## src/rtl/flash_wstat_pkg.sv

```systemverilog
package flash_wstat_pkg;

  typedef enum logic [1:0] {
    OP_PGM  = 2'b00,
    OP_ERS  = 2'b01,
    OP_SUSP = 2'b10,
    OP_RES  = 2'b11
  } op_e;

  typedef enum logic [2:0] {
    M_IDLE   = 3'd0,
    M_PGM    = 3'd1,
    M_ERS    = 3'd2,
    M_SUSP   = 3'd3,
    M_SPGM   = 3'd4,
    M_PGUARD = 3'd5,
    M_EGUARD = 3'd6
  } mode_e;

  // busy means the ready/busy line is driven low
  function automatic logic mode_busy(mode_e m);
    return (m == M_PGM) || (m == M_ERS) || (m == M_SPGM) ||
           (m == M_PGUARD) || (m == M_EGUARD);
  endfunction

  // polling value for a program: inverse of the bit being written
  function automatic logic poll_pgm(logic target_bit);
    return ~target_bit;
  endfunction

  // polling value for an erase: 0 while erasing, 1 when suspended
  function automatic logic poll_ers(logic suspended);
    return suspended;
  endfunction

  // an erase runs only if some selected sector is writable
  function automatic logic all_locked(logic [63:0] sel, logic [63:0] prot);
    return (sel & ~prot) == 64'd0;
  endfunction

endpackage

```

## src/rtl/fsst_sect_dec.sv

```systemverilog
module fsst_sect_dec #(
  parameter int ADDR_W = 16,
  parameter int SECT_W = 4,
  localparam int NSECT = 1 << SECT_W
) (
  input  logic [ADDR_W-1:0] addr,
  input  logic [NSECT-1:0]  mask,
  output logic [NSECT-1:0]  hot,
  output logic              hit
);
  localparam int LSB = ADDR_W - SECT_W;

  logic [SECT_W-1:0] idx;
  assign idx = addr[ADDR_W-1:LSB];

  for (genvar g = 0; g < NSECT; g++) begin : g_hot
    assign hot[g] = (idx == SECT_W'(g));
  end

  assign hit = |(hot & mask);
endmodule

```

## src/rtl/fsst_guard_timer.sv

```systemverilog
module fsst_guard_timer #(
  parameter int PGM_CYC = 100,
  parameter int ERS_CYC = 10000,
  localparam int MAXC  = (PGM_CYC > ERS_CYC) ? PGM_CYC : ERS_CYC,
  localparam int CNT_W = $clog2(MAXC + 1)
) (
  input  logic clk,
  input  logic rst_n,
  input  logic load,
  input  logic long_win,
  output logic expire
);
  localparam logic [CNT_W-1:0] PGM_INIT = CNT_W'(PGM_CYC - 1);
  localparam logic [CNT_W-1:0] ERS_INIT = CNT_W'(ERS_CYC - 1);

  logic [CNT_W-1:0] cnt;
  logic             run;

  assign expire = run && (cnt == '0);

  always_ff @(posedge clk or negedge rst_n) begin
    if (!rst_n) begin
      cnt <= '0;
      run <= 1'b0;
    end else if (load) begin
      cnt <= long_win ? ERS_INIT : PGM_INIT;
      run <= 1'b1;
    end else if (run) begin
      if (cnt == '0) run <= 1'b0;
      else           cnt <= cnt - 1'b1;
    end
  end
endmodule

```

## src/rtl/fsst_seq.sv

```systemverilog
module fsst_seq
  import flash_wstat_pkg::*;
#(
  parameter int ADDR_W = 16,
  parameter int SECT_W = 4,
  localparam int NSECT = 1 << SECT_W
) (
  input  logic              clk,
  input  logic              rst_n,
  input  logic              cmd_valid,
  input  logic [1:0]        cmd_op,
  input  logic [ADDR_W-1:0] cmd_addr,
  input  logic              cmd_d7,
  input  logic [NSECT-1:0]  cmd_sel,
  input  logic [NSECT-1:0]  sect_prot,
  input  logic              tgt_locked,
  input  logic              tgt_in_ers,
  input  logic              alg_done,
  input  logic              guard_done,
  output mode_e             mode,
  output logic [ADDR_W-1:0] tgt_addr,
  output logic              tgt_d7,
  output logic [NSECT-1:0]  ers_sel,
  output logic              ret_susp,
  output logic              load_guard,
  output logic              load_long
);
  mode_e mode_nx;
  logic  take_pgm_idle, take_pgm_susp, take_ers, take_susp, take_res;
  logic  ers_locked;

  assign ers_locked    = all_locked(64'(cmd_sel), 64'(sect_prot));
  assign take_pgm_idle = cmd_valid && (cmd_op == OP_PGM) && (mode == M_IDLE);
  assign take_pgm_susp = cmd_valid && (cmd_op == OP_PGM) && (mode == M_SUSP) && !tgt_in_ers;
  assign take_ers      = cmd_valid && (cmd_op == OP_ERS) && (mode == M_IDLE) && (|cmd_sel);
  assign take_susp     = cmd_valid && (cmd_op == OP_SUSP) && (mode == M_ERS) && !alg_done;
  assign take_res      = cmd_valid && (cmd_op == OP_RES) && (mode == M_SUSP);

  always_comb begin
    mode_nx    = mode;
    load_guard = 1'b0;
    load_long  = 1'b0;
    unique case (mode)
      M_IDLE: begin
        if (take_pgm_idle) begin
          mode_nx    = tgt_locked ? M_PGUARD : M_PGM;
          load_guard = tgt_locked;
        end else if (take_ers) begin
          mode_nx    = ers_locked ? M_EGUARD : M_ERS;
          load_guard = ers_locked;
          load_long  = ers_locked;
        end
      end
      M_PGM:  if (alg_done) mode_nx = M_IDLE;
      M_ERS: begin
        if (alg_done)       mode_nx = M_IDLE;
        else if (take_susp) mode_nx = M_SUSP;
      end
      M_SUSP: begin
        if (take_pgm_susp) begin
          mode_nx    = tgt_locked ? M_PGUARD : M_SPGM;
          load_guard = tgt_locked;
        end else if (take_res) begin
          mode_nx = M_ERS;
        end
      end
      M_SPGM:   if (alg_done) mode_nx = M_SUSP;
      M_PGUARD: if (guard_done) mode_nx = ret_susp ? M_SUSP : M_IDLE;
      M_EGUARD: if (guard_done) mode_nx = M_IDLE;
      default:  mode_nx = M_IDLE;
    endcase
  end

  always_ff @(posedge clk or negedge rst_n) begin
    if (!rst_n) begin
      mode     <= M_IDLE;
      tgt_addr <= '0;
      tgt_d7   <= 1'b0;
      ers_sel  <= '0;
      ret_susp <= 1'b0;
    end else begin
      mode <= mode_nx;
      if (take_pgm_idle || take_pgm_susp) begin
        tgt_addr <= cmd_addr;
        tgt_d7   <= cmd_d7;
        ret_susp <= take_pgm_susp;
      end
      if (take_ers) ers_sel <= cmd_sel;
    end
  end
endmodule

```

## src/rtl/fsst_status.sv

```systemverilog
module fsst_status
  import flash_wstat_pkg::*;
(
  input  mode_e mode,
  input  logic  rd_at_tgt,
  input  logic  rd_in_sel,
  input  logic  tgt_d7,
  input  logic  ret_susp,
  input  logic  array_d7,
  output logic  dq7,
  output logic  stat_valid
);
  logic poll;

  always_comb begin
    stat_valid = 1'b0;
    poll       = 1'b0;
    unique case (mode)
      M_PGM: begin
        stat_valid = rd_at_tgt;
        poll       = poll_pgm(tgt_d7);
      end
      M_ERS, M_EGUARD: begin
        stat_valid = rd_in_sel;
        poll       = poll_ers(1'b0);
      end
      M_SUSP: begin
        stat_valid = rd_in_sel;
        poll       = poll_ers(1'b1);
      end
      M_SPGM: begin
        stat_valid = rd_at_tgt || rd_in_sel;
        poll       = rd_at_tgt ? poll_pgm(tgt_d7) : poll_ers(1'b1);
      end
      M_PGUARD: begin
        stat_valid = rd_at_tgt || (ret_susp && rd_in_sel);
        poll       = rd_at_tgt ? poll_pgm(tgt_d7) : poll_ers(1'b1);
      end
      default: begin
        stat_valid = 1'b0;
        poll       = 1'b0;
      end
    endcase
    dq7 = stat_valid ? poll : array_d7;
  end
endmodule

```

## src/rtl/flash_wstat.sv

```systemverilog
module flash_wstat
  import flash_wstat_pkg::*;
#(
  parameter int ADDR_W        = 16,
  parameter int SECT_W        = 4,
  parameter int PGM_GUARD_CYC = 100,
  parameter int ERS_GUARD_CYC = 10000,
  localparam int NSECT        = 1 << SECT_W
) (
  input  logic              clk,
  input  logic              rst_n,
  input  logic              cmd_valid,
  input  logic [1:0]        cmd_op,
  input  logic [ADDR_W-1:0] cmd_addr,
  input  logic              cmd_d7,
  input  logic [NSECT-1:0]  cmd_sel,
  input  logic [NSECT-1:0]  sect_prot,
  input  logic              alg_done,
  input  logic [ADDR_W-1:0] rd_addr,
  input  logic              array_d7,
  output logic              dq7,
  output logic              stat_valid,
  output logic              ry_by
);
  mode_e             mode;
  logic [ADDR_W-1:0] tgt_addr;
  logic              tgt_d7;
  logic [NSECT-1:0]  ers_sel;
  logic              ret_susp;
  logic              load_guard, load_long, guard_done;
  logic [NSECT-1:0]  cmd_hot, rd_hot;
  logic              tgt_locked, tgt_in_ers, rd_in_sel, rd_at_tgt;

  // named internal events for the checker
  logic guard_act, guard_ers, ers_busy, susp_act;
  assign guard_act = (mode == M_PGUARD) || (mode == M_EGUARD);
  assign guard_ers = (mode == M_EGUARD);
  assign ers_busy  = (mode == M_ERS) || (mode == M_EGUARD);
  assign susp_act  = (mode == M_SUSP);

  fsst_sect_dec #(.ADDR_W(ADDR_W), .SECT_W(SECT_W)) u_cmd_dec (
    .addr(cmd_addr), .mask(sect_prot), .hot(cmd_hot), .hit(tgt_locked)
  );

  fsst_sect_dec #(.ADDR_W(ADDR_W), .SECT_W(SECT_W)) u_rd_dec (
    .addr(rd_addr), .mask(ers_sel), .hot(rd_hot), .hit(rd_in_sel)
  );

  assign tgt_in_ers = |(cmd_hot & ers_sel);
  assign rd_at_tgt  = (rd_addr == tgt_addr);

  fsst_seq #(.ADDR_W(ADDR_W), .SECT_W(SECT_W)) u_seq (
    .clk(clk), .rst_n(rst_n), .cmd_valid(cmd_valid), .cmd_op(cmd_op),
    .cmd_addr(cmd_addr), .cmd_d7(cmd_d7), .cmd_sel(cmd_sel),
    .sect_prot(sect_prot), .tgt_locked(tgt_locked), .tgt_in_ers(tgt_in_ers),
    .alg_done(alg_done), .guard_done(guard_done), .mode(mode),
    .tgt_addr(tgt_addr), .tgt_d7(tgt_d7), .ers_sel(ers_sel),
    .ret_susp(ret_susp), .load_guard(load_guard), .load_long(load_long)
  );

  fsst_guard_timer #(.PGM_CYC(PGM_GUARD_CYC), .ERS_CYC(ERS_GUARD_CYC)) u_timer (
    .clk(clk), .rst_n(rst_n), .load(load_guard), .long_win(load_long),
    .expire(guard_done)
  );

  fsst_status u_stat (
    .mode(mode), .rd_at_tgt(rd_at_tgt), .rd_in_sel(rd_in_sel),
    .tgt_d7(tgt_d7), .ret_susp(ret_susp), .array_d7(array_d7),
    .dq7(dq7), .stat_valid(stat_valid)
  );

  assign ry_by = ~mode_busy(mode);
endmodule

```

## config.mk

```make
export PLATFORM = sky130hd
export DESIGN_NAME = flash_wstat
export DESIGN_NICKNAME = d
export VERILOG_FILES = /design/src/rtl/flash_wstat_pkg.sv /design/src/rtl/fsst_sect_dec.sv /design/src/rtl/fsst_guard_timer.sv /design/src/rtl/fsst_seq.sv /design/src/rtl/fsst_status.sv /design/src/rtl/flash_wstat.sv
export SDC_FILE = /design/constraint.sdc
export NUM_CORES = 1
export LEC_CHECK = 0
export BUFFER_PORTS_ARGS = -buffer_cell sky130_fd_sc_hd__buf_4
export CORE_MARGIN = 1.5
export CORE_UTILIZATION = 52
export CTS_BUF_LIST = sky130_fd_sc_hd__clkbuf_8
export CTS_CLUSTER_SIZE = 14
export DETAILED_ROUTE_END_ITERATION = 8
export MAX_ROUTING_LAYER = met4
export PLACE_DENSITY = 0.84
export SYNTH_ARGS = -nofsm -noshare
export SYNTH_HDL_FRONTEND = slang
export SYNTH_SLANG_ARGS = --single-unit
```

## constraint.sdc

```tcl
create_clock -name clk -period 4.6 [get_ports clk]
set_input_delay 0.23 -clock clk [delete_from_list [all_inputs] [get_ports clk]]
set_output_delay 0.23 -clock clk [all_outputs]
set_load 0.01 [all_outputs]
```

; After elaboration in Yosys (flattened, before gate mapping)
; Index checks and enable logic that the tools add are counted.
[word_totals]
regBits = 52
in_bits = 72
wordCells = 133
[op_classes]
n_addsub = 1
eq_ne = 48
n_mux = 32
n_bitwise = 7
reduce_logical = 38
[op_table]
columns = operator, n
row1 = $and A16 B64 Y64, 1
row2 = $eq A4 B4 Y1 const B, 16
row3 = $logic_not A64 Y1, 1
row4 = $not A16 Y64, 1
row5 = $reduce_or A16 Y1, 4
row6 = $mux W14, 4
row7 = $and A16 B16 Y16, 3
row8 = $mux W3, 12
row9 = $eq A4 B3 Y1 const B, 8
row10 = $pmux W3 S7, 1
row11 = $eq A16 B16 Y1, 1
row12 = $eq A4 B2 Y1 const B, 4
row13 = $logic_and A1 B1 Y1, 14
row14 = $logic_not A14 Y1, 1
row15 = $sub A14 B1 Y14 const B, 1
row16 = $mux W1, 11
row17 = $ne A2 B2 Y1 const B, 5
row18 = $eq A3 B3 Y1 const B, 3
row19 = $eq A4 B1 Y1 const B, 2
row20 = $logic_not A4 Y1, 2
row21 = $logic_or A1 B1 Y1, 7
row22 = $reduce_and A7 Y1, 1
row23 = $eq A3 B2 Y1 const B, 2
row24 = $ne A3 B1 Y1 const B, 2
row25 = other kinds (16), 19

; Longest topological paths before layout
[logic_depth]
word_depth = 9
depth_mapped = 10
ltp_nobuf = 7

; Cells and area by module
; Synthesis repeated with hierarchy kept, for this count alone.
[hier_totals]
cells_unflattened = 387
area_unflattened_um2 = 3747.3
[modules_own_cells]
columns = module, instances, cells_per_inst, area_each_um2, seq_area_each_um2
row1 = fsst_seq, 1, 163, 1885.6, 925.9
row2 = fsst_guard_timer, 1, 87, 862.1, 375.4
row3 = fsst_sect_dec, 2, 47, 329.1, 0.0
row4 = flash_wstat, 1, 32, 266.5, 0.0
row5 = fsst_status, 1, 11, 75.1, 0.0

; Worst setup path before layout
; No wires, ideal clock.
[synth_timing]
path_kind = input to output
startpoint = in rd_addr[13]
endpoint = out dq7
arrival_ps = 1974
required_time_ps = 4370
setup_slack_ps = 2396
stages = 6
cell_sequence = clkbuf_1 mux4_2 mux2i_1 nor3b_1 a311o_1 mux2_1
[synth_between]
elab_chain_cells = 7
word_cells_on_any_way = 26
[synth_rtl]
columns = item, line
row1 = start: declaration, flash_wstat.sv:19  ; input logic [ADDR_W-1:0] rd_addr,
row2 = "$eq A4 B1 Y1, or another cell as far along", fsst_sect_dec.sv:17  ; assign hot[g] = (idx == SECT_W'(g));
row3 = $and A16 B16 Y16, fsst_sect_dec.sv:20  ; assign hit = |(hot & mask);
row4 = $reduce_or A16 Y1, fsst_sect_dec.sv:20
row5 = $logic_and A1 B1 Y1, fsst_status.sv:36  ; stat_valid = rd_at_tgt || (ret_susp && rd_in_sel);
row6 = $logic_or A1 B1 Y1, fsst_status.sv:36
row7 = $pmux W1 S4 (*), fsst_status.sv:18  ; unique case (mode)
row8 = net stat_valid, flash_wstat.sv:22  ; output logic stat_valid,
row9 = $mux W1 (*), fsst_status.sv:44  ; dq7 = stat_valid ? poll : array_d7;
row10 = end: declaration, flash_wstat.sv:21  ; output logic dq7,
; The timed path passes the listed nets; every way through them passes the cells marked *.

; Final worst setup path
[layout_timing]
startpoint = reg u_seq.mode[1]
endpoint = reg u_timer.cnt[8]
[layout_between]
elab_chain_cells = 8
word_cells_on_any_way = 18
[layout_rtl]
columns = item, line
row1 = start: declaration, fsst_seq.sv:20  ; output mode_e mode,
row2 = start signal: assignment, fsst_seq.sv:82  ; mode <= mode_nx;
row3 = $logic_not A3 Y1, "fsst_seq.sv:33, fsst_seq.sv:35, fsst_seq.sv:43"
row4 = $logic_and A1 B1 Y1 (2 in series), fsst_seq.sv:35  ; assign take_ers = cmd_valid && (cmd_op == OP_ERS) && (mode == M_IDLE) && (|cmd_sel);
row5 = $mux W1, fsst_seq.sv:48  ; end else if (take_ers) begin
row6 = $mux W1, fsst_seq.sv:45  ; if (take_pgm_idle) begin
row7 = $pmux W1 S2 / $mux W1 (equally long branches), fsst_seq.sv:43  ; unique case (mode)
row8 = "$ne A2 B2 Y1 (no line), or another cell as far along", -
row9 = $reduce_and A2 Y1 (no line) / $mux W14 (equally long branches), -
row10 = end signal: assignment, fsst_guard_timer.sv:26  ; cnt <= long_win ? ERS_INIT : PGM_INIT;
row11 = end signal: assignment, fsst_guard_timer.sv:30  ; else cnt <= cnt - 1'b1;
row12 = end: declaration, fsst_guard_timer.sv:16  ; logic [CNT_W-1:0] cnt;
; Parallel ways exist; a longest one is shown, timed or not.
; A chain may end at the register's enable or synchronous reset.

==> impl_metrics.ini <==
[synthesis]
yosysWarningCount = 0
synth-seq-area-share_pct = 38.69
synth_top_area_share_pct = 38.69
synth_cell_types = 69
synth-edff-count = 0
ys_seq_elements = 52
synth_ff_type = dfrtp_1
synth_fp_nets = 444
syn_area_per_cell_sq_um = 9.065
netlist_area_sq_um = 3363
synthArstFlopShare_pct = 100.0
syn_inst = 371
yosys.area.top_type = dfrtp_1
yosys-top-cells-area = dfrtp_1, nand2_1, xor2_1

[detailed_routing]
dr_total_vias = 3049
ant_nets = 0
vias_per_cell = 5.943
firstDrtPassIters = 4
drt_wl_total_microns = 8695
dr.first_iter.drc_count = 263
wl_per_cell_microns = 16.95
drcViolationCount = 0

[timing]
rsz0062_at_grt = no
fin_skew_ns = 0.01100
fin_crit_sh_pct = 58.02
finalSetupViolations = 0
layout_setup_ws_ns = 1.931
tns_ns = 0
hold_violations = 0
finalMaxSlewViolations = 0
slew_headroom_pct = 46.32
hold_slack_ns = 0.1108
worst_slew_pin_slew_ns = 0.8053
fmax_mhz = 374.7
min_period_ns = 2.669

[pwr]
fin_total_pwr_mw = 2.058
peakVddDrop_mv = 0.2954
pwr_density_cell_nw_per_um2 = 509.1
power.leakage_nw = 1.847

[critical_path]
crit_slowest_cell = dfrtp_1
critPathMaxStageDelay_ns = 0.64
cp_max_fo = 21
cp-end-kind = register
worstPathCellList = and3b_1, o311ai_1, a2111o_1, o21a_1, nor2_2, o21ai_0
start_kind = register
crit_arrival_ns = 2.84
crit_type = reg -> reg
cp.required_ns = 4.77
reg2regPathDepth = 6

[clocking]
cts-root-buf = clkbuf_8
clock_latency_ns = 0.31
cts_tree = done
cts_buffers = 5
h-tree-depth = 2
cts_buffer_depth = 2
clkSlewWorstSetupHoldPaths_ns = 0.11
cts-resized-gates = 0
cts.sink_count = 52

[die]
die_h_microns = 83.42
start_util_pct = 53.27
num_io_pins = 75
die_w_microns = 83.42
dieArea_sq_um = 6959
rows = 29
core_area_sq_um = 6314

[placed_design]
hpwl_microns = 6662
place_ws_ns = 1.907
port_buffers = 74
gp_congestion = 0.8896

[layout]
n_fill_cell = 524
seq_area_sq_um = 1301
drive_gt1_share_pct = 24.77
nets = 508
multi_input_comb_area_sq_um = 1908
diodes = 0
area_growth_pct = 20.20
finish.utilization_pct = 64.03

[global_route]
grt-ovfl-total = 0
grt_usage_pct = 26.37
grt_max_degree = 53
grt_pass1_wl_microns = 14400
grt_pass1_vias = 3049
antenna_found_initial = 0

[worst_hold_path]
hold_depth = 3
hold_class = in -> reg

[status]
status = completed

[flow_run]
drv_cap = 0
[cells in the final DEF, fill, tap and decap left out, drive strengths merged, types with 13 or more instances in the layout]
| cell type | netlist | layout |
|---|---|---|
| buf | 10 | 74 |
| dfrtp | 52 | 52 |
| inv | 16 | 18 |
| mux2 | 14 | 14 |
| nand2 | 71 | 71 |
| nand2b | 13 | 13 |
| nor2 | 18 | 18 |
| nor4 | 14 | 14 |
| o21ai | 23 | 23 |
| xor2 | 18 | 18 |
[cell usage after synthesis, drive strengths merged (5+ instances only)]
library cell,number
nor3,11
o22ai,6
o21ai,23
nand2b,13
clkbuf,8
dfrtp,52
nor4,14
inv,16
xnor2,11
nand2,71
a21oi,11
mux2,14
mux2i,5
xor2,18
buf,10
nand4,8
nor2,18
[path summary, 6_finish.rpt]
check                      slack [ns]               start            endpoint
hold reg to reg                  0.49  u_seq.tgt_addr[11]  u_seq.tgt_addr[11]
max in group asynchronous        3.67               rst_n   u_seq.ers_sel[12]
setup reg to reg                 1.93       u_seq.mode[1]      u_timer.cnt[8]
hold / removal                   0.11         cmd_addr[9]   u_seq.tgt_addr[9]
setup / recovery                 1.93       u_seq.mode[1]      u_timer.cnt[8]
min in group asynchronous        0.49               rst_n   u_seq.tgt_addr[6]
[worst max-delay path, delay by kind of cell, from the launching register on]
family / cells / cell delay (ns)
simple gates: 2 / 0.66
compound gates: 4 / 1.22
flops: 1 / 0.64
[routing by layer]
layer  global-route usage, %  routed length [microns]  vias up
met5                       -                        0        -
met4                   8.942                      139        0
met3                   3.777                      584       12
met2                   43.90                     4209      136
met1                   33.33                     3762     1444
li1                        -                        -     1457
[stage by stage]
step                instances  cell area (sq um)
finish                    513               4043
global route              513               4043
CTS                       513               4043
detailed placement        504               3921
global placement          504               3921
floorplan                 371               3363
[logic make-up (layout without fill, tap and decap cells)]
| family | Yosys count | count (layout) | synth area share, % |
|---|---|---|---|
| simple gates | 161 | 161 | 25.30 |
| compound gates | 71 | 71 | 14.66 |
| fa+ha+maj | 1 | 1 | 0.3720 |
| xor+xnor | 29 | 29 | 7.552 |
| flops | 52 | 52 | 38.69 |
| mux | 23 | 23 | 8.854 |
| buf+inv | 34 | 99 | 4.576 |
[report_power, final]
group	switching, mW	internal, mW	total, mW
sequential	0.240	0.671	0.910
combinational	0.395	0.430	0.825
clock	0.160	0.163	0.323
total	0.795	1.26	2.06
[layout make-up]
class                      count  area share (%)
clock inverter                 3           1.052
multi-input combinational    285           47.20
clock buffer                   5           1.702
inverter                      16           1.486
tap                           77           2.383
sequential                    52           32.19
timing repair buffer          75           13.99
[sequential cells by signal (all words and copies together), names as in the netlist]
| register | cells |
|---|---|
| u_timer.cnt | 14 |
| u_timer.run | 1 |
| u_seq.ret_susp | 1 |
| u_seq.tgt_addr | 16 |
| u_seq.mode | 3 |
| u_seq.tgt_d7 | 1 |
| u_seq.ers_sel | 16 |
[timing repair]
action	4_1_cts	5_1_grt
hold buffers	1	0
endpoints found under the hold margin	52	0
setup buffers	0	0
No activity file was read; power rests on OpenSTA's default activity.
